`src/rtl/lfsr_tester_pkg.sv`:
```
package lfsr_tester_pkg;

    typedef enum logic [2:0] {
        ST_IDLE     = 3'd0,
        ST_WRITE    = 3'd1,
        ST_RD_ISSUE = 3'd2,
        ST_RD_CHECK = 3'd3,
        ST_DONE     = 3'd4
    } tester_state_e;

    typedef struct packed {
        logic seed_load;
        logic advance;
        logic wr;
        logic rd;
        logic chk;
        logic clr;
    } ctrl_t;

endpackage

```
`src/rtl/galois_stepper.sv`:
```
module galois_stepper #(
    parameter int            W    = 22,
    parameter logic [W-1:0]  MASK = 22'h300000
) (
    input  logic         clk,
    input  logic         rst,
    input  logic         seed_load,
    input  logic         advance,
    output logic [W-1:0] state,
    output logic         wrap
);
    localparam logic [W-1:0] SEED = W'(1);

    logic [W-1:0] st_q;
    logic [W-1:0] st_nxt;

    always_comb begin
        st_nxt = (st_q >> 1) ^ (st_q[0] ? MASK : '0);
    end

    always_ff @(posedge clk) begin
        if (rst || seed_load) st_q <= SEED;
        else if (advance)     st_q <= st_nxt;
    end

    assign state = st_q;
    assign wrap  = (st_nxt == SEED);


    state_nonzero_chk: assert property (@(posedge clk) disable iff (rst)
        st_q != '0);


    seed_value_chk: assert property (@(posedge clk) disable iff (rst)
        seed_load |=> (st_q == SEED));

endmodule

```
`src/rtl/tester_fsm.sv`:
```
module tester_fsm
    import lfsr_tester_pkg::*;
#(
    parameter int RD_LAT = 1
) (
    input  logic  clk,
    input  logic  rst,
    input  logic  start,
    input  logic  aligned,
    input  logic  wrap,
    output ctrl_t ctrl,
    output logic  busy,
    output logic  done
);
    localparam int LAT_W = $clog2(RD_LAT + 1);

    tester_state_e st_q, st_d;
    logic [LAT_W-1:0] lat_q;
    logic lat_hit;

    assign lat_hit = (lat_q == LAT_W'(RD_LAT));

    always_comb begin
        st_d = st_q;
        ctrl = '0;
        unique case (st_q)
            ST_IDLE: begin
                if (start) begin
                    ctrl.seed_load = 1'b1;
                    ctrl.clr       = 1'b1;
                    st_d           = ST_WRITE;
                end
            end
            ST_WRITE: begin
                ctrl.wr      = aligned;
                ctrl.advance = 1'b1;
                if (wrap) st_d = ST_RD_ISSUE;
            end
            ST_RD_ISSUE: begin
                if (aligned) begin
                    ctrl.rd = 1'b1;
                    st_d    = ST_RD_CHECK;
                end else begin
                    ctrl.advance = 1'b1;
                    if (wrap) st_d = ST_DONE;
                end
            end
            ST_RD_CHECK: begin
                if (lat_hit) begin
                    ctrl.chk     = 1'b1;
                    ctrl.advance = 1'b1;
                    st_d         = wrap ? ST_DONE : ST_RD_ISSUE;
                end
            end
            ST_DONE: st_d = ST_IDLE;
            default: st_d = ST_IDLE;
        endcase
    end

    always_ff @(posedge clk) begin
        if (rst) begin
            st_q  <= ST_IDLE;
            lat_q <= '0;
        end else begin
            st_q <= st_d;
            if (ctrl.rd)                  lat_q <= LAT_W'(1);
            else if (st_q == ST_RD_CHECK) lat_q <= lat_q + LAT_W'(1);
        end
    end

    assign busy = (st_q != ST_IDLE);
    assign done = (st_q == ST_DONE);


    done_pulse_chk: assert property (@(posedge clk) disable iff (rst)
        done |=> !done);


    busy_hold_chk: assert property (@(posedge clk) disable iff (rst)
        (busy && !done) |=> busy);


    issue_gap_chk: assert property (@(posedge clk) disable iff (rst)
        ctrl.rd |=> !ctrl.rd);


    no_dual_chk: assert property (@(posedge clk) disable iff (rst)
        !(ctrl.wr && ctrl.rd));

endmodule

```
`src/rtl/err_tracker.sv`:
```
module err_tracker #(
    parameter int AW = 32,
    parameter int DW = 32,
    parameter int CW = 16
) (
    input  logic          clk,
    input  logic          rst,
    input  logic          clr,
    input  logic          chk,
    input  logic          mismatch,
    input  logic [AW-1:0] addr,
    input  logic [DW-1:0] rdata,
    output logic [CW-1:0] cnt,
    output logic [AW-1:0] first_addr,
    output logic [DW-1:0] first_data
);
    localparam logic [CW-1:0] CNT_MAX = '1;

    logic hit;
    assign hit = chk && mismatch;

    always_ff @(posedge clk) begin
        if (rst || clr) begin
            cnt        <= '0;
            first_addr <= '0;
            first_data <= '0;
        end else if (hit) begin
            if (cnt != CNT_MAX) cnt <= cnt + CW'(1);
            if (cnt == '0) begin
                first_addr <= addr;
                first_data <= rdata;
            end
        end
    end


    cnt_monotonic_chk: assert property (@(posedge clk) disable iff (rst)
        !clr |=> (cnt >= $past(cnt)));


    first_hold_chk: assert property (@(posedge clk) disable iff (rst)
        (!clr && cnt != '0) |=> ($stable(first_addr) && $stable(first_data)));


    clear_chk: assert property (@(posedge clk) disable iff (rst)
        clr |=> (cnt == '0));

endmodule

```
`src/rtl/lfsr_mem_tester.sv`:
```
module lfsr_mem_tester
    import lfsr_tester_pkg::*;
#(
    parameter int                 LFSR_W     = 22,
    parameter logic [LFSR_W-1:0]  TAP_MASK   = 22'h300000,
    parameter int                 ADDR_W     = 32,
    parameter int                 DATA_W     = 32,
    parameter int                 WORD_BYTES = 4,
    parameter int                 RD_LAT     = 1,
    parameter int                 ERR_W      = 16,
    parameter logic [DATA_W-1:0]  DATA_KEY   = 32'h5A3C_96E1
) (
    input  logic              clk,
    input  logic              rst,
    input  logic              start,
    input  logic [ADDR_W-1:0] base_addr,
    output logic              busy,
    output logic              done,
    output logic [ADDR_W-1:0] mem_addr,
    output logic              mem_we,
    output logic [DATA_W-1:0] mem_wdata,
    output logic              mem_re,
    input  logic [DATA_W-1:0] mem_rdata,
    output logic              err_flag,
    output logic [ERR_W-1:0]  err_cnt,
    output logic [ADDR_W-1:0] err_first_addr,
    output logic [DATA_W-1:0] err_first_data
);
    localparam int ALIGN_W = $clog2(WORD_BYTES);

    function automatic logic [DATA_W-1:0] word_for(input logic [ADDR_W-1:0] a);
        return DATA_W'(a) ^ DATA_KEY;
    endfunction

    ctrl_t             ctrl;
    logic [LFSR_W-1:0] lfsr_state;
    logic              wrap;
    logic              aligned;
    logic [ADDR_W-1:0] base_q;
    logic [ADDR_W-1:0] cur_addr;
    logic [ADDR_W-1:0] rd_addr_q;
    logic              mismatch;

    galois_stepper #(.W(LFSR_W), .MASK(TAP_MASK)) u_step (
        .clk       (clk),
        .rst       (rst),
        .seed_load (ctrl.seed_load),
        .advance   (ctrl.advance),
        .state     (lfsr_state),
        .wrap      (wrap)
    );

    tester_fsm #(.RD_LAT(RD_LAT)) u_fsm (
        .clk     (clk),
        .rst     (rst),
        .start   (start),
        .aligned (aligned),
        .wrap    (wrap),
        .ctrl    (ctrl),
        .busy    (busy),
        .done    (done)
    );

    always_ff @(posedge clk) begin
        if (rst) begin
            base_q    <= '0;
            rd_addr_q <= '0;
        end else begin
            if (ctrl.seed_load) base_q    <= base_addr;
            if (ctrl.rd)        rd_addr_q <= cur_addr;
        end
    end

    assign cur_addr = base_q + ADDR_W'(lfsr_state);

    generate
        if (ALIGN_W == 0) begin : g_byte_grain
            assign aligned = 1'b1;
        end else begin : g_word_grain
            assign aligned = (cur_addr[ALIGN_W-1:0] == '0);
        end
    endgenerate

    assign mem_addr  = cur_addr;
    assign mem_we    = ctrl.wr;
    assign mem_re    = ctrl.rd;
    assign mem_wdata = word_for(cur_addr);
    assign mismatch  = (mem_rdata != word_for(rd_addr_q));

    err_tracker #(.AW(ADDR_W), .DW(DATA_W), .CW(ERR_W)) u_err (
        .clk        (clk),
        .rst        (rst),
        .clr        (ctrl.clr),
        .chk        (ctrl.chk),
        .mismatch   (mismatch),
        .addr       (rd_addr_q),
        .rdata      (mem_rdata),
        .cnt        (err_cnt),
        .first_addr (err_first_addr),
        .first_data (err_first_data)
    );

    assign err_flag = (err_cnt != '0);


    start_idle_chk: assert property (@(posedge clk) disable iff (rst)
        (start && !busy) |=> busy);


    start_clears_chk: assert property (@(posedge clk) disable iff (rst)
        (start && !busy) |=> !err_flag);

endmodule

```
`config.mk`:
```
export PLATFORM = sky130hd
export DESIGN_NAME = lfsr_mem_tester
export DESIGN_NICKNAME = d
export VERILOG_FILES = /design/src/rtl/lfsr_tester_pkg.sv /design/src/rtl/galois_stepper.sv /design/src/rtl/tester_fsm.sv /design/src/rtl/err_tracker.sv /design/src/rtl/lfsr_mem_tester.sv
export SDC_FILE = /design/constraint.sdc
export NUM_CORES = 1
export LEC_CHECK = 0
export BUFFER_PORTS_ARGS = -buffer_cell sky130_fd_sc_hd__buf_2
export CAP_MARGIN = 15
export CORE_AREA = 2 2 142 144
export DETAILED_ROUTE_END_ITERATION = 8
export DIE_AREA = 0 0 144 146
export MAX_ROUTING_LAYER = met4
export PLACE_DENSITY_LB_ADDON = 0.15
export SLEW_MARGIN = 20
export SYNTH_ARGS = -nofsm -noshare
export SYNTH_HDL_FRONTEND = slang
export SYNTH_HIERARCHICAL = 1
export SYNTH_SLANG_ARGS = --single-unit
```
`constraint.sdc`:
```
create_clock -name clk -period 3.7 [get_ports clk]
set_input_delay 0.74 -clock clk [delete_from_list [all_inputs] [get_ports clk]]
set_output_delay 0.74 -clock clk [all_outputs]
set_load 0.1 [all_outputs]
```
==> results.py, run 1 <==
metrics = {
    "timing": {
        "whs_ps": 470,
        "worst_pin_slew_ps": 784,
        "fin_ws_ps": 81.4,
        "setup_violations": 0,
        "max_freq_mhz": 276,
        "finClkSkew_ps": 12.3,
        "slew_violations": 0,
        "setup-tns-final_ps": 0,
        "rsz0062_at_grt": "yes",
        "slew_headroom_pct": 47.7,
        "min_period_ps": 3620,
        "finalCritPeriodShare_pct": 97.8,
        "hold_viol": 0,
    },
    "cells_and_area": {
        "antenna_cells": 0,
        "final_nets": 1383,
        "final_common_cell": "buf_2",
        "num-fill-cells": 1685,
        "multiInputGateArea_um2": 6020,
        "final_cell_mix": "buf_2 (174), dfxtp_1 (164), a21oi_1 (105), nor2_1 (99), o21ai_0 (84)",
        "register_area_um2": 3410,
        "drive_gt1_share_pct": 30.2,
        "syn_to_final_growth_pct": 28.3,
    },
    "clock_tree": {
        "htree_levels": 4,
        "cts_tree": "built",
        "cts_root_buffer": "clkbuf_16",
        "cts.reportedPaths.clkPinSlew_ps": 70,
        "clk_latency_ps": 440,
        "clock_sinks": 170,
        "cts_hold_buf": 0,
        "clockBufferDepth": 2,
        "numCtsBuffers": 17,
    },
    "detailed_routing": {
        "wirelength_um": 28700,
        "routed_via_density": 5.74,
        "drt-initial-drc-count": 715,
        "drc": 0,
        "ant_nets": 0,
        "first_pass_iters": 5,
        "vias": 9002,
        "routedWlPerCell_um": 18.3,
    },
    "pwr": {
        "p_per_area_nw_per_um2": 612,
        "ir_drop_uv": 441,
        "leakage_nw": 4.87,
        "finalPower_mw": 7.52,
    },
    "worst_setup_path": {
        "worst-path-max-fanout": 6,
        "critPathMaxStageDelay_ps": 390,
        "critPathTopFamily": "compound AO/OA/AOI/OAI gates",
        "start_kind": "flop",
        "worst_setup_path_end_kind": "output pin",
        "crit_arrival_ps": 2880,
        "critPathRequiredTime_ps": 2960,
        "critPathKind": "flop to output pin",
        "cp_slowest_cell": "dfxtp_1",
        "crit_buf_inv": 2,
        "path_cells": "ha_4 -> inv_1 -> fa_2 -> nand2b_4 -> a21oi_4 -> o2111ai_4 -> and2_4 -> o31ai_4 -> or2_2 -> buf_12",
    },
    "logic_synthesis": {
        "ys_ff_latch": 170,
        "netlist_area_um2": 9570,
        "synthArstFlopShare_pct": 0,
        "synth_fp_nets": 1237,
        "ys_types": 87,
        "yosys_warnings": 6,
        "synth_edf_count": 0,
        "syn_avg_cell_area_um2": 8.37,
        "syn_inst": 1144,
        "synth_flop_cell": "dfxtp_1",
        "ys_seq_area_share_pct": 35.6,
    },
    "global_routing": {
        "grt_pass1_wl_um": 44100,
        "grt_use_total_pct": 27.0,
        "grt_pass1_vias": 8180,
        "antenna_found_initial": 0,
        "overflow": 0,
        "grt_max_degree": 75,
    },
    "placement": {
        "pre_cts_ws_ps": 47.7,
        "io_buffers": 215,
        "routabilityCongestion": 0.908,
        "post-dp-hpwl_um": 20800,
    },
    "floorplan": {
        "die_height_um": 146,
        "fp.dieArea_um2": 21000,
        "die_x_um": 144,
        "rows": 51,
        "core-area_um2": 19300,
        "ios": 216,
        "start_util_pct": 49.5,
    },
    "status": {
        "status": "finished, final reports clean",
    },
    "job": {
        "maxCapViolCount": 0,
    },
    "min_path": {
        "hold_class": "flop to flop",
    },
}
-- registers in the layout, summed over array words and instances (netlist names) --
register	count
u_err/first_addr	32
u_fsm/st_q	3
u_err/cnt	16
rd_addr_q	32
u_step/state	22
u_err/first_data	32
base_q	32
u_fsm/lat_hit	1
-- path summary, 6_finish.rpt --
path	end	cells after the start	slack, ps	start
setup reg to reg	rd_addr_q[29]	11	760	base_q[0]
hold / removal	u_err/first_data[13]	2	470	u_err/first_data[13]
setup / recovery	mem_wdata[20]	10	80	base_q[0]
hold reg to reg	u_err/first_data[13]	2	470	u_err/first_data[13]
-- per-stage QoR --
stage	cells	instance area (um^2)	utilization, %
finish	1568	12300	63.5
detailed placement	1528	11400	58.7
global placement	1527	11300	58.6
global route	1568	12300	63.5
floorplan	1144	10100	-
CTS	1565	12100	62.7
-- per-layer routing --
layer  wire length [um]  vias up  global-route usage [%]
met1              12800     4242                    35.9
met2              13600      335                    42.5
met4                585        0                    7.89
met5                  0        -                       -
met3               1700       42                    4.21
li1                   -     4383                       -
-- layout make-up --
cell class                      count  share of cell area [%]
Clock buffer                       18                    3.58
Clock inverter                     14                    1.28
Inverter                           34                    1.13
Multi-Input combinational cell    823                    49.1
Sequential cell                   170                    27.8
Tap cell                          265                    2.70
Timing Repair Buffer              244                    14.5
-- Yosys cell counts, drive strengths merged (5+ instances only) --
cell | count | area share, %
nand2b | 13 | 0.85
and2 | 10 | 0.65
o21ai | 91 | 4.8
nor3 | 9 | 0.47
a21o | 11 | 0.88
nand4 | 27 | 1.9
a211oi | 11 | 0.86
or3 | 9 | 0.65
or2 | 7 | 0.48
nor3b | 7 | 0.55
a2111oi | 5 | 0.54
clkbuf | 38 | 1.5
nor2 | 102 | 4.0
o21a | 10 | 0.78
o31ai | 8 | 0.63
ha | 25 | 3.3
nand3 | 82 | 4.3
inv | 33 | 1.3
nand2 | 50 | 2.0
o211ai | 6 | 0.47
xor2 | 22 | 2.0
or4 | 8 | 0.64
nand3b | 5 | 0.39
mux2i | 67 | 7.0
dfxtp | 170 | 36
nor4 | 20 | 1.5
buf | 79 | 6.1
and3 | 9 | 0.59
a21oi | 116 | 6.3
nor4b | 5 | 0.75
xnor2 | 32 | 2.9
-- cells by family after synthesis --
family	after synthesis	synth area share, %
AO/OA/AOI/OAI	299	19.1
XOR/XNOR	54	4.94
adder cells (fa/ha/maj)	26	3.48
buffers and inverters	151	8.97
flip-flops	170	35.6
multiplexers	68	7.13
AND/OR/NAND/NOR	376	20.8
-- worst register-to-register path, stage by stage (launching register included) --
cell     delay, ps
dfxtp_1        390
ha_4           170
inv_1           60
fa_2           560
inv_1           70
nor2_1         220
and3_2         500
buf_4          250
inv_1          120
nor4_1         320
o21ai_0        150
nand3_1         80
-- what timing repair did --
item / CTS / global route
pin swaps: 7 / 10
buffers inserted: 5 / 3
resized for setup: 36 / 27
setup endpoints to repair: 38 / 32
-- power by group --
part	switching (mW)	internal [mW]	leakage, nW
logic	2.50	1.08	3.21
registers	0.190	1.95	1.38
clock network	0.831	0.972	0.282
total	3.52	4.00	4.87
(Power assumes the default switching activity.)
==> inputs of run 2 (changes only) <==
clock period = 4.5 ns   (was 3.7 ns; I/O delays follow)
==> results.py, run 2 (synthesized netlist as in run 1, its figures left out) <==
metrics = {
    "clock_tree": {
        "htree_levels": 4,
        "clockBufferDepth": 2,
        "clk_latency_ps": 430,
        "cts_root_buffer": "clkbuf_16",
        "clock_sinks": 170,
        "numCtsBuffers": 17,
        "cts.reportedPaths.clkPinSlew_ps": 70,
        "cts_tree": "built",
    },
    "worst_setup_path": {
        "startpoint": "u_step/state[0]",
        "worstReg2RegEnd": "rd_addr_q[27]",
        "start_kind": "flop",
        "worst-path-max-fanout": 6,
        "r2r_cells": 10,
        "crit_arrival_ps": 3330,
        "critPathKind": "flop to output pin",
        "critPathRequiredTime_ps": 3600,
        "path_cells": "ha_4 -> inv_1 -> fa_1 -> nand2b_1 -> a21oi_1 -> o2111ai_2 -> a2111oi_0 -> a221o_1 -> buf_2",
        "crit_end": "mem_addr[24]",
        "r2r-start": "u_step/state[0]",
        "worst_setup_path_end_kind": "output pin",
        "critPathMaxStageDelay_ps": 480,
        "cp_slowest_cell": "a2111oi_0",
        "ff2ff_setup_slack_ps": 1460,
    },
    "pwr": {
        "combPwrFrac_pct": 43.1,
        "ir_drop_uv": 524,
        "p_seq_share_pct": 29.8,
        "power.switching_mw": 2.78,
        "p_per_area_nw_per_um2": 518,
        "p_sw_share_pct": 47.2,
        "clockPowerShare_pct": 27.1,
        "p_int_mw": 3.10,
        "leakage_nw": 4.62,
    },
    "floorplan": {
        "die_x_um": 144,
        "core-area_um2": 19300,
        "fp.dieArea_um2": 21000,
        "ios": 216,
        "start_util_pct": 49.5,
        "rows": 51,
        "die_height_um": 146,
    },
    "detailed_routing": {
        "wirelength_um": 27600,
        "vias": 8896,
        "routed_via_density": 5.75,
        "routedWlPerCell_um": 17.8,
        "drt-initial-drc-count": 705,
        "ant_nets": 0,
        "first_pass_iters": 5,
        "drc": 0,
    },
    "cells_and_area": {
        "num-fill-cells": 1808,
        "final_cell_mix": "buf_2 (214), dfxtp_1 (166), a21oi_1 (109), nor2_1 (101), o21ai_0 (85)",
        "final_nets": 1363,
        "drive_gt1_share_pct": 26.3,
        "antenna_cells": 0,
        "register_area_um2": 3410,
        "syn_to_final_growth_pct": 18.6,
        "final_common_cell": "buf_2",
        "fin_cells": 1548,
        "fin_util_pct": 58.7,
        "multiInputGateArea_um2": 5690,
    },
    "timing": {
        "fin_ws_ps": 270,
        "slew_headroom_pct": 45.0,
        "setup-tns-final_ps": 0,
        "slew_violations": 0,
        "min_period_ps": 4230,
        "finClkSkew_ps": 14.1,
        "max_freq_mhz": 236,
        "rsz0062_at_grt": "no",
        "setup_violations": 0,
        "finalCritPeriodShare_pct": 94.0,
        "worst_pin_slew_ps": 824,
        "hold_viol": 0,
    },
    "status": {
        "status": "finished, final reports clean",
    },
    "global_routing": {
        "grt_pass1_wl_um": 42800,
        "antenna_found_initial": 0,
        "grt_pass1_vias": 8035,
        "grt_use_total_pct": 26.1,
        "grt_max_degree": 66,
        "overflow": 0,
    },
    "placement": {
        "post-dp-hpwl_um": 20100,
        "routabilityCongestion": 0.881,
        "io_buffers": 215,
        "pre_cts_ws_ps": 583,
        "dp_cells": 1516,
    },
    "job": {
        "maxCapViolCount": 0,
    },
    "min_path": {
        "hold_class": "flop to flop",
    },
}
[run 2: cell count changes in the layout (fill, tap and decap cells not counted), sizes merged]
cell	delta
clkinvlp	-4
buf	-21
inv	+4
clkbuf	+1
bufinv	+2
clkinv	-2
[run 2: worst max-delay path: cells and delay by family (launching register included)]
family / cells / cell delay [ps]
AO/OA/AOI/OAI: 4 / 1290
adder cells (fa/ha/maj): 2 / 540
buffers and inverters: 2 / 490
flip-flops: 1 / 400
AND/OR/NAND/NOR: 1 / 170
[run 2: metrics by stage]
stage | power [mW] | cell area, um^2 | hold slack (ps)
2_1_floorplan | 4.04 | 10000 | 463
3_3_place_gp | 4.30 | 10700 | 455
3_5_place_dp | 4.32 | 10700 | 461
4_1_cts | 5.91 | 11300 | 471
5_1_grt | 6.10 | 11400 | 488
6_report | 5.88 | 11400 | 467
[run 2: routing by layer]
layer	GRT usage, %	part of all wire (%)
met5	-	0
met4	6.62	1.5
met3	3.65	6.9
met2	41.0	47
met1	35.4	45
[run 2: what timing repair did]
| item | in CTS | in global routing |
|---|---|---|
| gates resized for setup | 0 | 2 |
| setup buffers | 0 | 0 |
| setup endpoints to repair | 0 | 3 |
| hold buffers | 0 | 0 |
[run 2: layout make-up]
class | count | share of cell area, %
sequential | 170 | 30.0
clock inverter | 14 | 1.79
clock buffer | 18 | 3.87
multi-input combinational | 823 | 50.2
timing repair buffer | 224 | 10.1
tap | 265 | 2.92
inverter | 34 | 1.16
[run 2: power by group through the flow]
stage | registers [mW] | logic, mW | clock network (mW)
after floorplan | 1.70 | 2.34 | 0
after CTS | 1.75 | 2.54 | 1.61
after detailed placement | 1.79 | 2.53 | 0
final | 1.75 | 2.54 | 1.59
after global routing | 1.77 | 2.65 | 1.68
after global placement | 1.78 | 2.52 | 0
[run 2: worst min path at each step]
| stage | startpoint | end | slack (ps) | cells after the start |
|---|---|---|---|---|
| finish | u_err/first_data[6] | u_err/first_data[6] | 470 | 2 |
| global route | u_err/first_data[22] | u_err/first_data[22] | 490 | 2 |
| CTS | u_err/first_data[6] | u_err/first_data[6] | 470 | 2 |
| detailed placement | u_err/first_data[19] | u_err/first_data[19] | 460 | 2 |
| global placement | u_err/first_data[29] | u_err/first_data[29] | 450 | 2 |
| floorplan | rd_addr_q[22] | rd_addr_q[22] | 460 | 2 |
==> inputs of run 3 (changes only) <==
CTS_BUF_LIST = sky130_fd_sc_hd__clkbuf_2 sky130_fd_sc_hd__clkbuf_4 sky130_fd_sc_hd__clkbuf_8   (was unset)
PLACE_DENSITY = 0.85   (was unset)
PLACE_DENSITY_LB_ADDON = unset   (was 0.15)
==> results.py, run 3 (synthesized netlist as in run 1, its figures left out) <==
metrics = {
    "global_routing": {
        "grt_use_total_pct": 26.2,
        "overflow": 0,
        "grt_max_degree": 65,
        "grt_pass1_wl_um": 42700,
        "grt_pass1_vias": 8122,
        "antenna_found_initial": 0,
    },
    "placement": {
        "routabilityCongestion": 0.934,
        "dp_cells": 1516,
        "dpl_cell_area_um2": 10700,
        "post-dp-hpwl_um": 20400,
        "io_buffers": 215,
    },
    "pwr": {
        "ir_drop_uv": 451,
        "combPwrFrac_pct": 46.6,
        "p_per_area_nw_per_um2": 495,
        "p_int_mw": 2.77,
        "finalPower_mw": 5.52,
        "clockPowerShare_pct": 21.7,
        "power.switching_mw": 2.75,
        "leakage_nw": 4.52,
        "p_sw_share_pct": 49.8,
        "p_seq_share_pct": 31.7,
    },
    "cells_and_area": {
        "antenna_cells": 0,
        "final_cell_mix": "buf_2 (212), dfxtp_1 (166), a21oi_1 (108), nor2_1 (101), o21ai_0 (85)",
        "fin_cells": 1547,
        "final_nets": 1363,
        "final_common_cell": "buf_2",
        "drive_gt1_share_pct": 26.4,
        "syn_to_final_growth_pct": 16.5,
        "stdcell_area_um2": 11200,
    },
    "worst_setup_path": {
        "worst-path-max-fanout": 6,
        "cp.depth": 10,
        "crit_arrival_ps": 3400,
        "path_cells": "ha_4 -> inv_1 -> fa_1 -> nand2b_1 -> a21oi_2 -> o2111ai_2 -> and2_1 -> o31ai_2 -> or2_2 -> buf_4",
        "worst_setup_path_end_kind": "output pin",
        "start_kind": "flop",
        "critPathTopFamily": "compound AO/OA/AOI/OAI gates",
        "critPathKind": "flop to output pin",
        "critPathRequiredTime_ps": 3600,
        "crit_buf_inv": 2,
        "cp_slowest_cell": "o31ai_2",
        "r2r_cells": 10,
        "critPathMaxStageDelay_ps": 450,
    },
    "timing": {
        "hold_viol": 0,
        "whs_ps": 472,
        "setup_violations": 0,
        "worst_pin_slew_ps": 816,
        "slew_headroom_pct": 45.6,
        "slew_violations": 0,
        "min_period_ps": 4300,
        "finClkSkew_ps": 13.5,
        "max_freq_mhz": 233,
        "rsz0062_at_grt": "no",
        "finalCritPeriodShare_pct": 95.5,
    },
    "floorplan": {
        "die_height_um": 146,
        "start_util_pct": 49.5,
        "ios": 216,
        "core-area_um2": 19300,
        "fp.dieArea_um2": 21000,
        "die_x_um": 144,
        "rows": 51,
    },
    "clock_tree": {
        "cts_root_buffer": "clkbuf_8",
        "clockBufferDepth": 2,
        "clock_sinks": 170,
        "cts_hold_buf": 0,
        "post-cts-setup-buffers": 0,
        "cts_tree": "built",
        "numCtsBuffers": 17,
        "clk_latency_ps": 480,
        "htree_levels": 4,
        "cts.reportedPaths.clkPinSlew_ps": 90,
    },
    "detailed_routing": {
        "drc": 0,
        "wirelength_um": 27800,
        "routed_via_density": 5.81,
        "first_pass_iters": 6,
        "routedWlPerCell_um": 18.0,
        "vias": 8993,
        "ant_nets": 0,
        "drt-initial-drc-count": 858,
    },
    "job": {
        "maxCapViolCount": 0,
    },
    "status": {
        "status": "finished, final reports clean",
    },
    "min_path": {
        "worstHoldPathCells": 2,
        "hold_class": "flop to flop",
    },
}
==> run 3: final cells by class <==
type	instances	area, um^2
Multi-Input combinational cell	823	5700
Inverter	34	131
Clock inverter	13	181
Clock buffer	18	248
Fill cell	1712	8180
Timing Repair Buffer	224	1150
Sequential cell	170	3410
Tap cell	265	332
==> run 3: power groups by stage <==
stage	clock network [mW]	registers, mW	logic [mW]
2_1_floorplan	0	1.70	2.34
3_3_place_gp	0	1.78	2.52
3_5_place_dp	0	1.78	2.55
4_1_cts	1.21	1.75	2.56
5_1_grt	1.28	1.77	2.68
6_report	1.20	1.75	2.57
==> run 3: path summary, 6_finish.rpt <==
| check | start | to | slack (ps) |
|---|---|---|---|
| worst max-delay path | u_step/state[0] | mem_wdata[20] | 200 |
| worst min-delay path | u_err/first_data[19] | u_err/first_data[19] | 470 |
| worst max register to register | u_step/state[0] | rd_addr_q[27] | 1530 |
| worst min register to register | u_err/first_data[19] | u_err/first_data[19] | 470 |
==> run 3: routing by layer <==
metal,global-route usage (%),vias up,share of wire (%)
met5,-,-,0
met4,10.2,0,3.0
met3,4.80,58,6.6
met2,41.1,358,47
met1,33.3,4250,43
li1,-,4327,-
==> run 3: per-stage QoR <==
step | setup WS, ps | util, % | setup TNS [ps]
2_1_floorplan | -96.1 | - | -193
5_1_grt | 74.9 | 57.7 | 0
3_3_place_gp | 369 | 55.3 | 0
4_1_cts | 59.3 | 57.6 | 0
3_5_place_dp | 295 | 55.3 | 0
6_report | 201 | 57.7 | 0
==> run 3: worst min-delay path, stage by stage, from the launching register on <==
cell	delay, ps
dfxtp_1	310
o21ai_0	60
a21oi_1	60
==> run 3: what timing repair did <==
action	4_1_cts	5_1_grt
setup endpoints to repair	2	4
cloned	0	0
resized for setup	2	4
endpoints found under the hold margin	0	0
